===== src/rtl/srx_pkg.sv =====
package srx_pkg;

    typedef enum logic [2:0] {
        RX_IDLE,
        RX_START,
        RX_DATA,
        RX_PAR,
        RX_STOP,
        RX_HOLDLOW
    } rx_state_e;

    typedef struct packed {
        logic [1:0] len;
        logic       par_en;
        logic       par_even;
        logic       par_force;
    } rx_fmt_t;

    typedef struct packed {
        logic [7:0] data;
        logic       par_err;
        logic       frm_err;
        logic       brk;
    } rx_char_t;

    function automatic logic [3:0] data_bits(input logic [1:0] len);
        return 4'd5 + {2'b00, len};
    endfunction

    // Parity bit the sender should have placed after data (upper unused bits zero).
    function automatic logic want_parity(input rx_fmt_t f, input logic [7:0] d);
        if (f.par_force)
            return ~f.par_even;
        else if (f.par_even)
            return ^d;
        else
            return ~(^d);
    endfunction

endpackage


===== src/rtl/srx_sync.sv =====
module srx_sync #(
    parameter int STAGES = 2
) (
    input  logic clk,
    input  logic rst,
    input  logic rx_in,
    output logic rx_s,
    output logic fall
);
    logic [STAGES-1:0] chain;
    logic              prev;

    generate
        if (STAGES == 1) begin : g_one
            always_ff @(posedge clk) begin
                if (rst) chain <= '1;
                else     chain <= rx_in;
            end
        end else begin : g_many
            always_ff @(posedge clk) begin
                if (rst) chain <= '1;
                else     chain <= {chain[STAGES-2:0], rx_in};
            end
        end
    endgenerate

    always_ff @(posedge clk) begin
        if (rst) prev <= 1'b1;
        else     prev <= chain[STAGES-1];
    end

    assign rx_s = chain[STAGES-1];
    assign fall = prev & ~chain[STAGES-1];
endmodule


===== src/rtl/srx_frame.sv =====
module srx_frame
    import srx_pkg::*;
#(
    parameter int OVS = 16
) (
    input  logic     clk,
    input  logic     rst,
    input  logic     tick,
    input  logic     rx_s,
    input  logic     fall,
    input  rx_fmt_t  fmt,
    output logic     chr_vld,
    output rx_char_t chr
);
    localparam int CW       = $clog2(OVS);
    localparam int START_PT = OVS / 2 - 1;
    localparam int BIT_PT   = OVS - 1;

    rx_state_e    state;
    logic [CW-1:0] cnt;
    logic [7:0]   data;
    logic [2:0]   idx;
    logic         all_low;
    logic         par_bad;
    logic [3:0]   nbits;
    logic         at_start_pt;
    logic         at_bit_pt;

    assign nbits       = data_bits(fmt.len);
    assign at_start_pt = tick && (cnt == CW'(START_PT));
    assign at_bit_pt   = tick && (cnt == CW'(BIT_PT));

    always_ff @(posedge clk) begin
        if (rst) begin
            state   <= RX_IDLE;
            cnt     <= '0;
            data    <= '0;
            idx     <= '0;
            all_low <= 1'b0;
            par_bad <= 1'b0;
            chr_vld <= 1'b0;
            chr     <= '0;
        end else begin
            chr_vld <= 1'b0;
            if (tick && !at_bit_pt && state != RX_IDLE && state != RX_HOLDLOW)
                cnt <= cnt + 1'b1;
            case (state)
                RX_IDLE: begin
                    if (fall) begin
                        state <= RX_START;
                        cnt   <= '0;
                    end
                end
                RX_START: begin
                    if (at_start_pt) begin
                        cnt <= '0;
                        if (!rx_s) begin
                            state   <= RX_DATA;
                            data    <= '0;
                            idx     <= '0;
                            all_low <= 1'b1;
                            par_bad <= 1'b0;
                        end else begin
                            state <= RX_IDLE;
                        end
                    end
                end
                RX_DATA: begin
                    if (at_bit_pt) begin
                        cnt       <= '0;
                        data[idx] <= rx_s;
                        all_low   <= all_low & ~rx_s;
                        if ({1'b0, idx} == nbits - 4'd1)
                            state <= fmt.par_en ? RX_PAR : RX_STOP;
                        else
                            idx <= idx + 1'b1;
                    end
                end
                RX_PAR: begin
                    if (at_bit_pt) begin
                        cnt     <= '0;
                        par_bad <= (rx_s != want_parity(fmt, data));
                        all_low <= all_low & ~rx_s;
                        state   <= RX_STOP;
                    end
                end
                RX_STOP: begin
                    if (at_bit_pt) begin
                        cnt         <= '0;
                        chr_vld     <= 1'b1;
                        chr.data    <= data;
                        chr.par_err <= par_bad;
                        chr.frm_err <= ~rx_s;
                        chr.brk     <= all_low & ~rx_s;
                        state       <= (all_low && !rx_s) ? RX_HOLDLOW : RX_IDLE;
                    end
                end
                RX_HOLDLOW: begin
                    if (rx_s) state <= RX_IDLE;
                end
                default: state <= RX_IDLE;
            endcase
        end
    end
endmodule


===== src/rtl/srx_hold.sv =====
module srx_hold
    import srx_pkg::*;
(
    input  logic       clk,
    input  logic       rst,
    input  logic       chr_vld,
    input  rx_char_t   chr,
    input  logic       rd_data,
    input  logic       rd_status,
    output logic [7:0] rx_byte,
    output logic       st_ready,
    output logic       st_overrun,
    output logic       st_parity_err,
    output logic       st_frame_err,
    output logic       st_break
);
    logic room;
    logic take;
    logic lose;

    assign room = ~st_ready | rd_data;
    assign take = chr_vld & room;
    assign lose = chr_vld & ~room;

    always_ff @(posedge clk) begin
        if (rst) begin
            rx_byte       <= '0;
            st_ready      <= 1'b0;
            st_overrun    <= 1'b0;
            st_parity_err <= 1'b0;
            st_frame_err  <= 1'b0;
            st_break      <= 1'b0;
        end else begin
            if (take) begin
                rx_byte  <= chr.data;
                st_ready <= 1'b1;
            end else if (rd_data) begin
                st_ready <= 1'b0;
            end
            st_overrun    <= (st_overrun    & ~rd_status) | lose;
            st_parity_err <= (st_parity_err & ~rd_status) | (take & chr.par_err);
            st_frame_err  <= (st_frame_err  & ~rd_status) | (take & chr.frm_err);
            st_break      <= (st_break      & ~rd_status) | (take & chr.brk);
        end
    end
endmodule


===== src/rtl/serial_rx_unit.sv =====
module serial_rx_unit
    import srx_pkg::*;
#(
    parameter int OVS         = 16,
    parameter int SYNC_STAGES = 2
) (
    input  logic       clk,
    input  logic       rst,
    input  logic       tick_16x,
    input  logic       rx_in,
    input  logic [1:0] fmt_len,
    input  logic       fmt_par_en,
    input  logic       fmt_par_even,
    input  logic       fmt_par_force,
    input  logic       rd_data,
    input  logic       rd_status,
    output logic [7:0] rx_byte,
    output logic       st_ready,
    output logic       st_overrun,
    output logic       st_parity_err,
    output logic       st_frame_err,
    output logic       st_break
);
    logic     rx_s;
    logic     fall;
    logic     chr_vld;
    rx_char_t chr;
    rx_fmt_t  fmt;

    assign fmt = '{len: fmt_len, par_en: fmt_par_en, par_even: fmt_par_even,
                   par_force: fmt_par_force};

    srx_sync #(.STAGES(SYNC_STAGES)) u_sync (
        .clk  (clk),
        .rst  (rst),
        .rx_in(rx_in),
        .rx_s (rx_s),
        .fall (fall)
    );

    srx_frame #(.OVS(OVS)) u_frame (
        .clk    (clk),
        .rst    (rst),
        .tick   (tick_16x),
        .rx_s   (rx_s),
        .fall   (fall),
        .fmt    (fmt),
        .chr_vld(chr_vld),
        .chr    (chr)
    );

    srx_hold u_hold (
        .clk          (clk),
        .rst          (rst),
        .chr_vld      (chr_vld),
        .chr          (chr),
        .rd_data      (rd_data),
        .rd_status    (rd_status),
        .rx_byte      (rx_byte),
        .st_ready     (st_ready),
        .st_overrun   (st_overrun),
        .st_parity_err(st_parity_err),
        .st_frame_err (st_frame_err),
        .st_break     (st_break)
    );
endmodule


===== config.mk =====
export PLATFORM = sky130hd
export DESIGN_NAME = serial_rx_unit
export DESIGN_NICKNAME = d
export VERILOG_FILES = /design/src/rtl/srx_pkg.sv /design/src/rtl/srx_sync.sv /design/src/rtl/srx_frame.sv /design/src/rtl/srx_hold.sv /design/src/rtl/serial_rx_unit.sv
export SDC_FILE = /design/constraint.sdc
export NUM_CORES = 1
export LEC_CHECK = 0
export BUFFER_PORTS_ARGS = -buffer_cell sky130_fd_sc_hd__buf_2
export CAP_MARGIN = 20
export CORE_MARGIN = 2
export CORE_UTILIZATION = 45
export CTS_CLUSTER_DIAMETER = 40
export DETAILED_ROUTE_END_ITERATION = 6
export PLACE_DENSITY = 0.66
export SYNTH_ARGS = -nofsm -noshare
export SYNTH_HDL_FRONTEND = slang
export SYNTH_SLANG_ARGS = --single-unit

===== constraint.sdc =====
create_clock -name clk -period 1.8 [get_ports clk]
set_input_delay 0.36 -clock clk [delete_from_list [all_inputs] [get_ports clk]]
set_output_delay 0.36 -clock clk [all_outputs]
set_load 0.05 [all_outputs]

# Word-level counts from Yosys, hierarchy flattened
# Index checks and enable logic that the tools add are counted.
# totals
out_inout_bits,13
latch_bits,0
regBits,48
in_bits,11
wordCells,137
n_memories,0
ram_bits,0
rom_bits,0
# classes
addsub,4
n_mux,44
div,0
bitwise,23
n_shift,0
n_eq_ne,20
order_cmp,2
multipliers,0
n_reduce_logical,25
# op_table
cell,n
$mux 3,13
$mux 8,3
$pmux 3 s6,1
$mux 4,4
$pmux 8 s2,1
$mux 1,15
$ne 2x1->1 const B,6
$pmux 4 s3,1
$reduce_and 4->1,3
$and 1x1->1,11
$bwmux 8,1
$ne 2x2->1 const B,4
$reduce_bool 2->1,4
$reduce_xor 8->1,1
$logic_and 1x1->1,7
$not 1->1,7
$reduce_and 7->1,1
$eq 3x2->1 const B,2
$eq 3x3->1 const B,2
$pmux 3 s2,1
$or 1x1->1,5
$reduce_and 5->1,1
$add 3x2->4 const A,1
$add 4x1->4 const B,1
other kinds (19),22

# Depth between registers and ports, before layout
# Gate-level depths: netlist of the first run.
# logic_depth
ltp_word,10
mapped_depth,8
mapped_depth_nobuf,6

# Hierarchy
# From an unflattened synthesis of the first run, not the netlist that was laid out.
# unflattened
hier_cells,273
area_unflattened_um2,2437.3
# modules_own_cells
mod,n_inst,area_per_inst_um2,seq_area_each_um2,cells_per_inst
srx_frame,1,1784.2,640.6,209
srx_hold,1,568.0,260.2,57
srx_sync,1,85.1,60.1,7

# Worst setup path after synthesis of the first run
# OpenSTA, ideal clock, no wires.
# synth_path
path_kind,reg-to-reg
startpoint,register u_frame.cnt[0]
endpoint,register u_frame.state[1]
n_path_buf,1
stages_incl_launch_ff,8
setup_time_ps,100
required_time_ps,1700
synth_period_minus_slack_ps,1793
arrival_ps,1694
path_slack_ps,7
cell_sequence,dfxtp_1 -> ha_1 -> and4_4 -> buf_6 -> a211oi_4 -> a2bb2oi_2 -> nor3_2 -> a2111oi_4
# synth_via
elab_chain_len,4
elab_cells_between_ends,9
cone_classes,eq/ne (6); reduce/logical (3)
# synth_rtl
element,line,text
from (decl),srx_frame.sv:20,logic [CW-1:0] cnt;
from (signal assigned),srx_frame.sv:46,cnt <= cnt + 1'b1;
$eq 4x4->1 or $eq 4x3->1 (tied branches),"srx_frame.sv:31, srx_frame.sv:30",
"$logic_and 1x1->1, on equally long branches","srx_frame.sv:31, srx_frame.sv:30",
$ne 2x1->1 (no source line),n/a,
$reduce_and 7->1 (no source line) (*),n/a,
to (signal assigned),srx_frame.sv:74,state <= fmt.par_en ? RX_PAR : RX_STOP;
to (signal assigned),srx_frame.sv:95,state <= (all_low && !rx_s) ? RX_HOLDLOW : RX_IDLE;
to (decl),srx_frame.sv:19,rx_state_e state;
# Every way passes the cells marked *; elsewhere a longest branch is shown, timed or not.
# A chain may end at the register's enable or synchronous reset.

# Final worst setup path of the first run
# Ends and elaborated chain as after synthesis.

==> results of run 1 <==
==> state kept, by name, summed over array words and instances (netlist names), 2 cells and up <==
name and cells:
u_hold.rx_byte 8, u_frame.state 3, u_frame.idx 3, u_frame.cnt 4, u_sync.chain 2, u_frame.data 8, u_frame.chr 11
==> cell type report <==
class | instances | area (um^2)
Clock buffer | 5 | 68.8
Inverter | 7 | 26.3
Multi-Input combinational cell | 199 | 1250
Timing Repair Buffer | 46 | 300
Fill cell | 505 | 2330
Tap cell | 70 | 87.6
Sequential cell | 48 | 962
Clock inverter | 3 | 46.3
==> what timing repair did <==
item                                    4_1_cts  5_1_grt
buffers inserted                              0        1
gates resized for setup                       0        5
pin swaps                                     2        3
endpoints found under the setup margin        1       19
==> final timing paths <==
kind,end,depth (start not counted),from
setup reg to reg,u_frame.state[1]$_SDFFE_PP0P_,6,u_frame.cnt[0]$_SDFF_PP0_
hold reg to reg,u_sync.chain[1]$_SDFF_PP1_,1,u_sync.chain[0]$_SDFF_PP1_
hold / removal,u_sync.chain[0]$_SDFF_PP1_,2,rx_in
setup / recovery,u_frame.state[1]$_SDFFE_PP0P_,6,u_frame.cnt[0]$_SDFF_PP0_
==> metal layers <==
| layer | vias to the layer above | part of all wire, % |
|---|---|---|
| li1 | 1019 | - |
| met1 | 939 | 49 |
| met2 | 42 | 46 |
| met3 | 8 | 3.5 |
| met4 | 0 | 1.5 |
| met5 | - | 0 |
==> cells by family (layout without fill, tap and decap cells) <==
logic type	count (synthesis)	after routing	share of synthesized area (%)
AO/OA/AOI/OAI	66	66	19.3
XOR/XNOR	14	14	5.24
AND/OR/NAND/NOR	107	107	23.2
flip-flops	48	48	41.1
buffers and inverters	27	61	5.88
multiplexers	10	10	4.28
adder cells (fa/ha/maj)	2	2	1.07
==> stage by stage <==
step | setup WS [ns] | std cells | hold slack [ns]
2_1_floorplan | 0.00682 | 274 | 0.389
5_1_grt | -0.0418 | 378 | 0.251
6_report | 0.0981 | 378 | 0.235
3_5_place_dp | -0.0101 | 369 | 0.400
4_1_cts | 0.00583 | 377 | 0.232
3_3_place_gp | 0.0339 | 369 | 0.394
==> power by group through the flow <==
| stage | clock (mW) | combinational (mW) | sequential (mW) |
|---|---|---|---|
| floorplan | 0 | 0.416 | 1.13 |
| global placement | 0 | 0.528 | 1.15 |
| detailed placement | 0 | 0.534 | 1.15 |
| CTS | 0.811 | 0.535 | 1.12 |
| global route | 0.861 | 0.603 | 1.13 |
| finish | 0.790 | 0.546 | 1.13 |
==> worst max-delay path: cells and delay by family (launching register included) <==
kind	cells	cell delay (ns)
and+or+nand+nor	2	0.46
adders and majority gates	1	0.21
AOI/OAI and AO/OA	3	0.58
DFF	1	0.34
==> cell usage in the layout, fill, tap and decap left out, types with 2 or more instances in the layout <==
cell type / synthesis / routed
a31oi_1: 3 / 3
dfxtp_1: 48 / 47
nand4_1: 2 / 2
xnor2_1: 10 / 10
o22ai_1: 3 / 3
buf_4: 2 / 22
nor2_1: 31 / 31
or3_1: 3 / 3
nand3_1: 9 / 9
or2_2: 4 / 4
nand2b_1: 4 / 4
nor2b_1: 8 / 7
nand2_1: 28 / 28
inv_1: 7 / 7
o21ai_0: 10 / 10
buf_2: 5 / 23
a211o_1: 2 / 2
nor3_1: 7 / 7
nor3_2: 2 / 2
clkbuf_8: 0 / 5
xor2_1: 4 / 4
a21oi_1: 29 / 29
mux2i_1: 10 / 10
==> results.cfg, run 1 <==
[critical_path]
timing.reg2reg.setup_slack_ns = 0.1
critPathCaptureType = flop
worstPathRequired_ns = 1.99
path_class = flop to flop
cp_slowest_cell = dfxtp_2
critPathArrivalTime_ns = 1.89
slowest_delay_ns = 0.34
crit_chain = ha_2 > and4_4 > a211oi_4 > a2bb2oi_2 > nor2b_2 > a2111oi_4
path_max_fanout = 8
crit_path_start_kind = flop

[cells_and_area]
syn2layout_area_growth_pct = 17.3
diodes = 0
drive_above_1_share_pct = 23.4
fin_nets = 320
design_area_um2 = 2740
finish.utilization_pct = 54.1

[floorplan]
die_area_um2 = 5790
start_util_pct = 46.1
die_height_um = 76.1
num_rows = 26
core_um2 = 5070
die_w_um = 76.1
num_io_pins = 24

[global_route]
grt_pass1_wl_mm = 8.60
grt_use_met2_pct = 29.0
first_global_vias = 1924
met3_usage_pct = 2.73
grt_max_degree = 22
grtUsageMet1_pct = 23.9
antenna_found_initial = 0
grt.total_usage_pct = 17.8
grt.busiest_layer = met2
grt_overflow = 0

[pwr]
p_per_area_nw_per_um2 = 898
ir_drop_uv = 327
leakagePower_nw = 1.10
power_frac_clock_pct = 32.1
p_sw_share_pct = 28.7
power_mw = 2.46
p_comb_share_pct = 22.2
seq_power_share_pct = 45.8
p_sw_mw = 0.708
internal_power_mw = 1.76

[job]
drv_cap = 0

[sta]
tightest_slew_ns = 0.408
rsz0062_at_grt = true
finClkSkew_ns = 0.00662
drv_slew = 0
setup-tns-final_ns = 0
setup-violations-final = 0
finalHoldViolCount = 0
fin_crit_sh_pct = 94.6
max_slew_margin_pct = 72.7
fin_crit_ns = 1.70
fmax_mhz = 588

[clock_network]
numClockSinks = 48
clkLatencyLatePin_ns = 0.30
ctsRootBufferMaster = clkbuf_8
cts_max_level = 2
clockBufferDepth = 2
numCtsBuffers = 5
cts_hold_buf = 0
cts.clk_slew.worst_paths_ns = 0.09
tritoncts = yes

[synth]
ys_seq_area_share_pct = 41.1
synthTopCellsByCount = 48 x dfxtp_1, 31 x nor2_1, 29 x a21oi_1
synth_top_area_share_pct = 41.1
avgSynthCellArea_um2 = 8.54
synth-seq-cells = 48
synth_edf_count = 0
synthTopCellsByArea = dfxtp_1 41%, a21oi_1 6.2%, nor2_1 5.0%
synth_ff_type = dfxtp_1
synth_top_area_cell = dfxtp_1
synthCells = 274
synthArstFlopShare_pct = 0
yosysMostFrequentCell = dfxtp_1
ys_warn_count = 0
synthDistinctLibCells = 53
synth_nets = 287
syn_area_um2 = 2340

[placement]
gp_congestion = 0.868
numPortBuffers = 23
dp_hpwl_mm = 3.54
placed_area_um2 = 2610

[route]
postRouteAntennaNets = 0
routedWlPerCell_um = 13.0
finalWirelength_mm = 4.90
viasPerCell = 5.31
drc_errors = 0
first_iter_violations = 132
vias = 2008
dr.pass1.iters = 4

[status]
outcome = finished, final reports clean

[hold_path]
min_path_type = input port to flop
Power figures use the tool's default switching activity.
==> run 2: changes to the inputs <==
- PLACE_DENSITY: 0.66 -> 0.75
- clock period: 1.8 -> 1.6 ns (I/O delays scaled with it)
==> results.cfg, run 2 (synthesis results as in run 1) <==
[status]
outcome = finished, violations left
violations = setup timing

[cells_and_area]
fin_nets = 331
stdcell_count = 389
final_common_cell = dfxtp_1
fillers = 455
largest_reg_flops = 11
syn2layout_area_growth_pct = 24.1
drive_above_1_share_pct = 30.7
multi_input_area_um2 = 1330
mostFrequentLayoutCells = 43 x dfxtp_1, 33 x buf_4, 29 x nor2_1
top_register = u_frame.chr
finish.utilization_pct = 57.2
reg_top3 = u_frame.chr x11, u_frame.data x8, u_hold.rx_byte x8
diodes = 0
regArea_um2 = 970

[placement]
dp_hpwl_mm = 3.70
place_inst = 379
gp_congestion = 0.939
numPortBuffers = 23
dpl_worst_slack_ns = -0.0379

[pwr]
internal_power_mw = 2.08
ir_drop_uv = 486
p_comb_share_pct = 25.4
power_mw = 2.94
p_sw_mw = 0.864
p_sw_share_pct = 29.3
seq_power_share_pct = 42.9
leakagePower_nw = 1.18
power_frac_clock_pct = 31.7
p_per_area_nw_per_um2 = 1010

[route]
vias = 2080
finalWirelength_mm = 5.27
routedWlPerCell_um = 13.5
dr.pass1.iters = 4
first_iter_violations = 119
postRouteAntennaNets = 0
drc_errors = 0
viasPerCell = 5.35

[clock_network]
cts.clk_slew.worst_paths_ns = 0.09
numCtsBuffers = 5
numClockSinks = 48
clkLatencyLatePin_ns = 0.30
cts_max_level = 2
clockBufferDepth = 2
ctsRootBufferMaster = clkbuf_8
tritoncts = yes
cts_hold_buf = 0

[floorplan]
die_area_um2 = 5790
num_rows = 26
start_util_pct = 46.1
num_io_pins = 24
die_w_um = 76.1
core_um2 = 5070
die_height_um = 76.1

[critical_path]
critPathArrivalTime_ns = 1.83
worstPathRequired_ns = 1.80
crit_path_start_kind = flop
critPathCaptureType = flop
path_class = flop to flop
path_max_fanout = 7

[sta]
setup_slack_ns = -0.0334
fin_crit_sh_pct = 102
finClkSkew_ns = 0.00560
fin_crit_ns = 1.63
setup-violations-final = 5
tightest_slew_ns = 0.405
drv_slew = 0
finalHoldViolCount = 0
fmax_mhz = 612
max_slew_margin_pct = 73.0
rsz0062_at_grt = true

[global_route]
antenna_found_initial = 0
grt_overflow = 0
first_global_vias = 2010
grt_pass1_wl_mm = 8.97
grt.total_usage_pct = 18.7
grt_max_degree = 23

[job]
drv_cap = 0

[hold_path]
min_path_type = input port to flop
[run 2: timing repair]
item                       4_1_cts  5_1_grt
buffers inserted                 0        3
resized for setup                9       17
setup endpoints to repair       16       26
gates cloned                     0        0
hold endpoints to repair         0        0
pin swaps                        2        3
[run 2: path summary, 6_finish.rpt]
check                                           startpoint                            to  slack [ns]  cells after the start
worst max register to register   u_frame.cnt[3]$_SDFF_PP0_  u_frame.data[3]$_SDFFE_PP0P_       -0.03                      4
worst min-delay path                                 rx_in    u_sync.chain[0]$_SDFF_PP1_        0.19                      2
worst min register to register  u_sync.chain[0]$_SDFF_PP1_    u_sync.chain[1]$_SDFF_PP1_        0.42                      1
worst max-delay path             u_frame.cnt[3]$_SDFF_PP0_  u_frame.data[3]$_SDFFE_PP0P_       -0.03                      4
[run 2: per-layer routing]
| layer | up-vias | wire (um) | GRT usage, % |
|---|---|---|---|
| met3 | 8 | 221 | 4.50 |
| li1 | 1044 | - | - |
| met4 | 0 | 87 | 6.91 |
| met1 | 986 | 2360 | 22.5 |
| met2 | 42 | 2600 | 32.6 |
| met5 | - | 0 | 0 |
[run 2: cell type report]
class / instances / area share (%)
Inverter: 7 / 0.905
Tap cell: 70 / 3.02
Clock buffer: 6 / 2.84
Clock inverter: 2 / 1.34
Sequential cell: 48 / 33.4
Timing Repair Buffer: 57 / 12.9
Multi-Input combinational cell: 199 / 45.6
[run 2: stage by stage]
step           hold slack [ns]  cell area, um^2  setup TNS, ns
2_1_floorplan            0.389             2360        -0.0461
3_3_place_gp             0.394             2680              0
6_report                 0.193             2900        -0.0976
3_5_place_dp             0.401             2680         -0.221
5_1_grt                  0.192             2900         -0.843
4_1_cts                  0.190             2840         -0.144
[run 2: critical path, cell delays in order (launching register included)]
cell     delay [ns]
dfxtp_2        0.35
or4b_4         0.54
a211o_4        0.39
o21ai_1        0.17
a21oi_1        0.08
[run 2: power by group through the flow]
stage	Clock (mW)	Combinational [mW]	Sequential, mW
finish	0.933	0.748	1.26
global route	0.996	0.808	1.27
CTS	0.945	0.667	1.26
detailed placement	0	0.657	1.28
global placement	0	0.647	1.28
floorplan	0	0.483	1.27
==> run 3: changes to the inputs <==
- ABC_AREA: default -> 1
==> results.cfg, run 3 <==
[status]
outcome = finished, final reports clean

[cells_and_area]
reg_top3 = u_frame.chr x11, u_frame.data x8, u_hold.rx_byte x8
mostFrequentLayoutCells = 79 x nand2_1, 48 x nor2_1, 45 x dfxtp_1
syn2layout_area_growth_pct = 22.4
largest_reg_flops = 11
diodes = 0
finish.utilization_pct = 56.4
stdcell_count = 447
drive_above_1_share_pct = 21.0
fillers = 462
final_common_cell = nand2_1
top_register = u_frame.chr
fin_nets = 390

[synth]
synth_nets = 354
ys_warn_count = 0
syn_area_um2 = 2320
ys_seq_area_share_pct = 41.3
synthCells = 341
synthTopCellsByCount = 84 x nand2_1, 49 x nor2_1, 48 x dfxtp_1
avgSynthCellArea_um2 = 6.82
synth-seq-cells = 48
synth_ff_type = dfxtp_1
yosysMostFrequentCell = nand2_1
synthArstFlopShare_pct = 0
synth_edf_count = 0
synthDistinctLibCells = 26
synth_top_area_cell = dfxtp_1
synth_top_area_share_pct = 41.3
synthTopCellsByArea = dfxtp_1 41%, nand2_1 14%, nor2_1 7.9%

[clock_network]
numCtsBuffers = 5
ctsRootBufferMaster = clkbuf_8
numClockSinks = 48
cts.clk_slew.worst_paths_ns = 0.09
clkLatencyLatePin_ns = 0.30
tritoncts = yes
cts_max_level = 2
clockBufferDepth = 2

[route]
postRouteAntennaNets = 0
drc_errors = 0
first_iter_violations = 124
finalWirelength_mm = 4.65
routedWlPerCell_um = 10.4
viasPerCell = 4.85
dr.pass1.iters = 5
vias = 2167

[job]
drv_cap = 0

[floorplan]
die_height_um = 75.9
die_w_um = 75.9
die_area_um2 = 5760
num_io_pins = 24
core_um2 = 5040
start_util_pct = 46.1
num_rows = 26

[hold_path]
min_path_type = input port to flop
min_from = rx_in

[placement]
dp_hpwl_mm = 3.32
numPortBuffers = 23
place_inst = 437
gp_congestion = 0.863

[critical_path]
path_max_fanout = 4
critPathArrivalTime_ns = 1.71
crit_path_start_kind = flop
cp-startpoint = u_frame.cnt[1]$_SDFF_PP0_
r2r-start = u_frame.cnt[1]$_SDFF_PP0_
worstPathRequired_ns = 1.79
critPathCaptureType = flop
path_class = flop to flop

[sta]
finalHoldViolCount = 0
hold_ws_ns = 0.200
finClkSkew_ns = 0.00766
max_slew_margin_pct = 77.9
setup-tns-final_ns = 0
drv_slew = 0
tightest_slew_ns = 0.332
fin_crit_ns = 1.52
fin_crit_sh_pct = 95.1
setup-violations-final = 0
fmax_mhz = 657

[global_route]
grt_overflow = 0
antenna_found_initial = 0
first_global_vias = 1824
grt.total_usage_pct = 17.2
grt_max_degree = 21
grt_pass1_wl_mm = 7.72

[pwr]
p_per_area_nw_per_um2 = 1100
ir_drop_uv = 682
power_mw = 3.13
leakagePower_nw = 1.26
run 3: changes by cell type after synthesis, moves of 4 or more:
cell / before / now
nand2_1: 28 / 84
nand3_1: 9 / 14
xnor2_1: 10 / 2
mux2i_1: 10 / 0
nor2b_1: 8 / 0
nand2b_1: 4 / 0
o21ai_0: 10 / 27
o211ai_1: 1 / 8
inv_1: 7 / 36
nor2_1: 31 / 49
inv_2: 0 / 4
run 3: through the flow:
stage / cell area [um^2] / setup WS (ns)
after detailed placement: 2610 / -0.00597
after global routing: 2850 / -0.0401
after CTS: 2750 / 0.00879
after floorplan: 2320 / 0.111
final: 2850 / 0.0783
after global placement: 2610 / 0.0731
run 3: metal layers:
metal,GRT usage [%],vias up,share of wire [%]
met5,0,-,0
met4,5.26,0,1.8
met3,3.97,9,4.4
met2,28.6,50,44
met1,22.0,939,50
li1,-,1169,-
run 3: what timing repair did:
item                                    CTS  global route
pin swaps                                 1             7
endpoints found under the setup margin    3            31
hold buffers                              0             0
setup buffers                             2             1
gates resized for setup                   1            27
run 3: kinds of logic (layout without fill, tap and decap cells):
kind of cell | after synthesis | count (layout) | share of synthesized area [%]
AO/OA/AOI/OAI | 65 | 65 | 15.9
XOR/XNOR | 5 | 5 | 1.88
adder cells (fa/ha/maj) | 2 | 2 | 1.08
buffers and inverters | 51 | 87 | 8.56
flip-flops | 48 | 48 | 41.3
AND/OR/NAND/NOR | 170 | 170 | 31.3
run 3: worst max-delay path, stage by stage, from the launching register on:
cell     delay [ns]
dfxtp_2        0.37
ha_4           0.14
nand2_1        0.06
inv_2          0.11
nand2_4        0.08
o21ai_4        0.25
buf_4          0.16
nand2_1        0.05
nor3_1         0.14
nor3_1         0.06
run 3: report_power, final:
part / leakage, nW / total [mW] / switching (mW) / internal (mW)
Combinational: 0.802 / 0.808 / 0.482 / 0.326
Sequential: 0.389 / 1.32 / 0.0616 / 1.26
Clock: 0.0642 / 1.00 / 0.385 / 0.615
run 3: area by class of cell:
type	count	area (um^2)	share of cell area [%]
sequential	48	965	33.9
inverter	40	155	5.45
clock inverter	2	60.1	2.11
tap	70	87.6	3.08
multi-input combinational	242	1230	43.4
clock buffer	5	68.8	2.42
timing repair buffer	40	275	9.67
run 3: worst paths after layout:
| check | endpoint | slack, ns | cells after the start |
|---|---|---|---|
| setup / recovery | u_frame.all_low$_SDFFE_PP0P_ | 0.08 | 9 |
| hold / removal | u_sync.chain[0]$_SDFF_PP1_ | 0.20 | 2 |
| setup reg to reg | u_frame.all_low$_SDFFE_PP0P_ | 0.08 | 9 |
| hold reg to reg | u_sync.chain[1]$_SDFF_PP1_ | 0.41 | 1 |
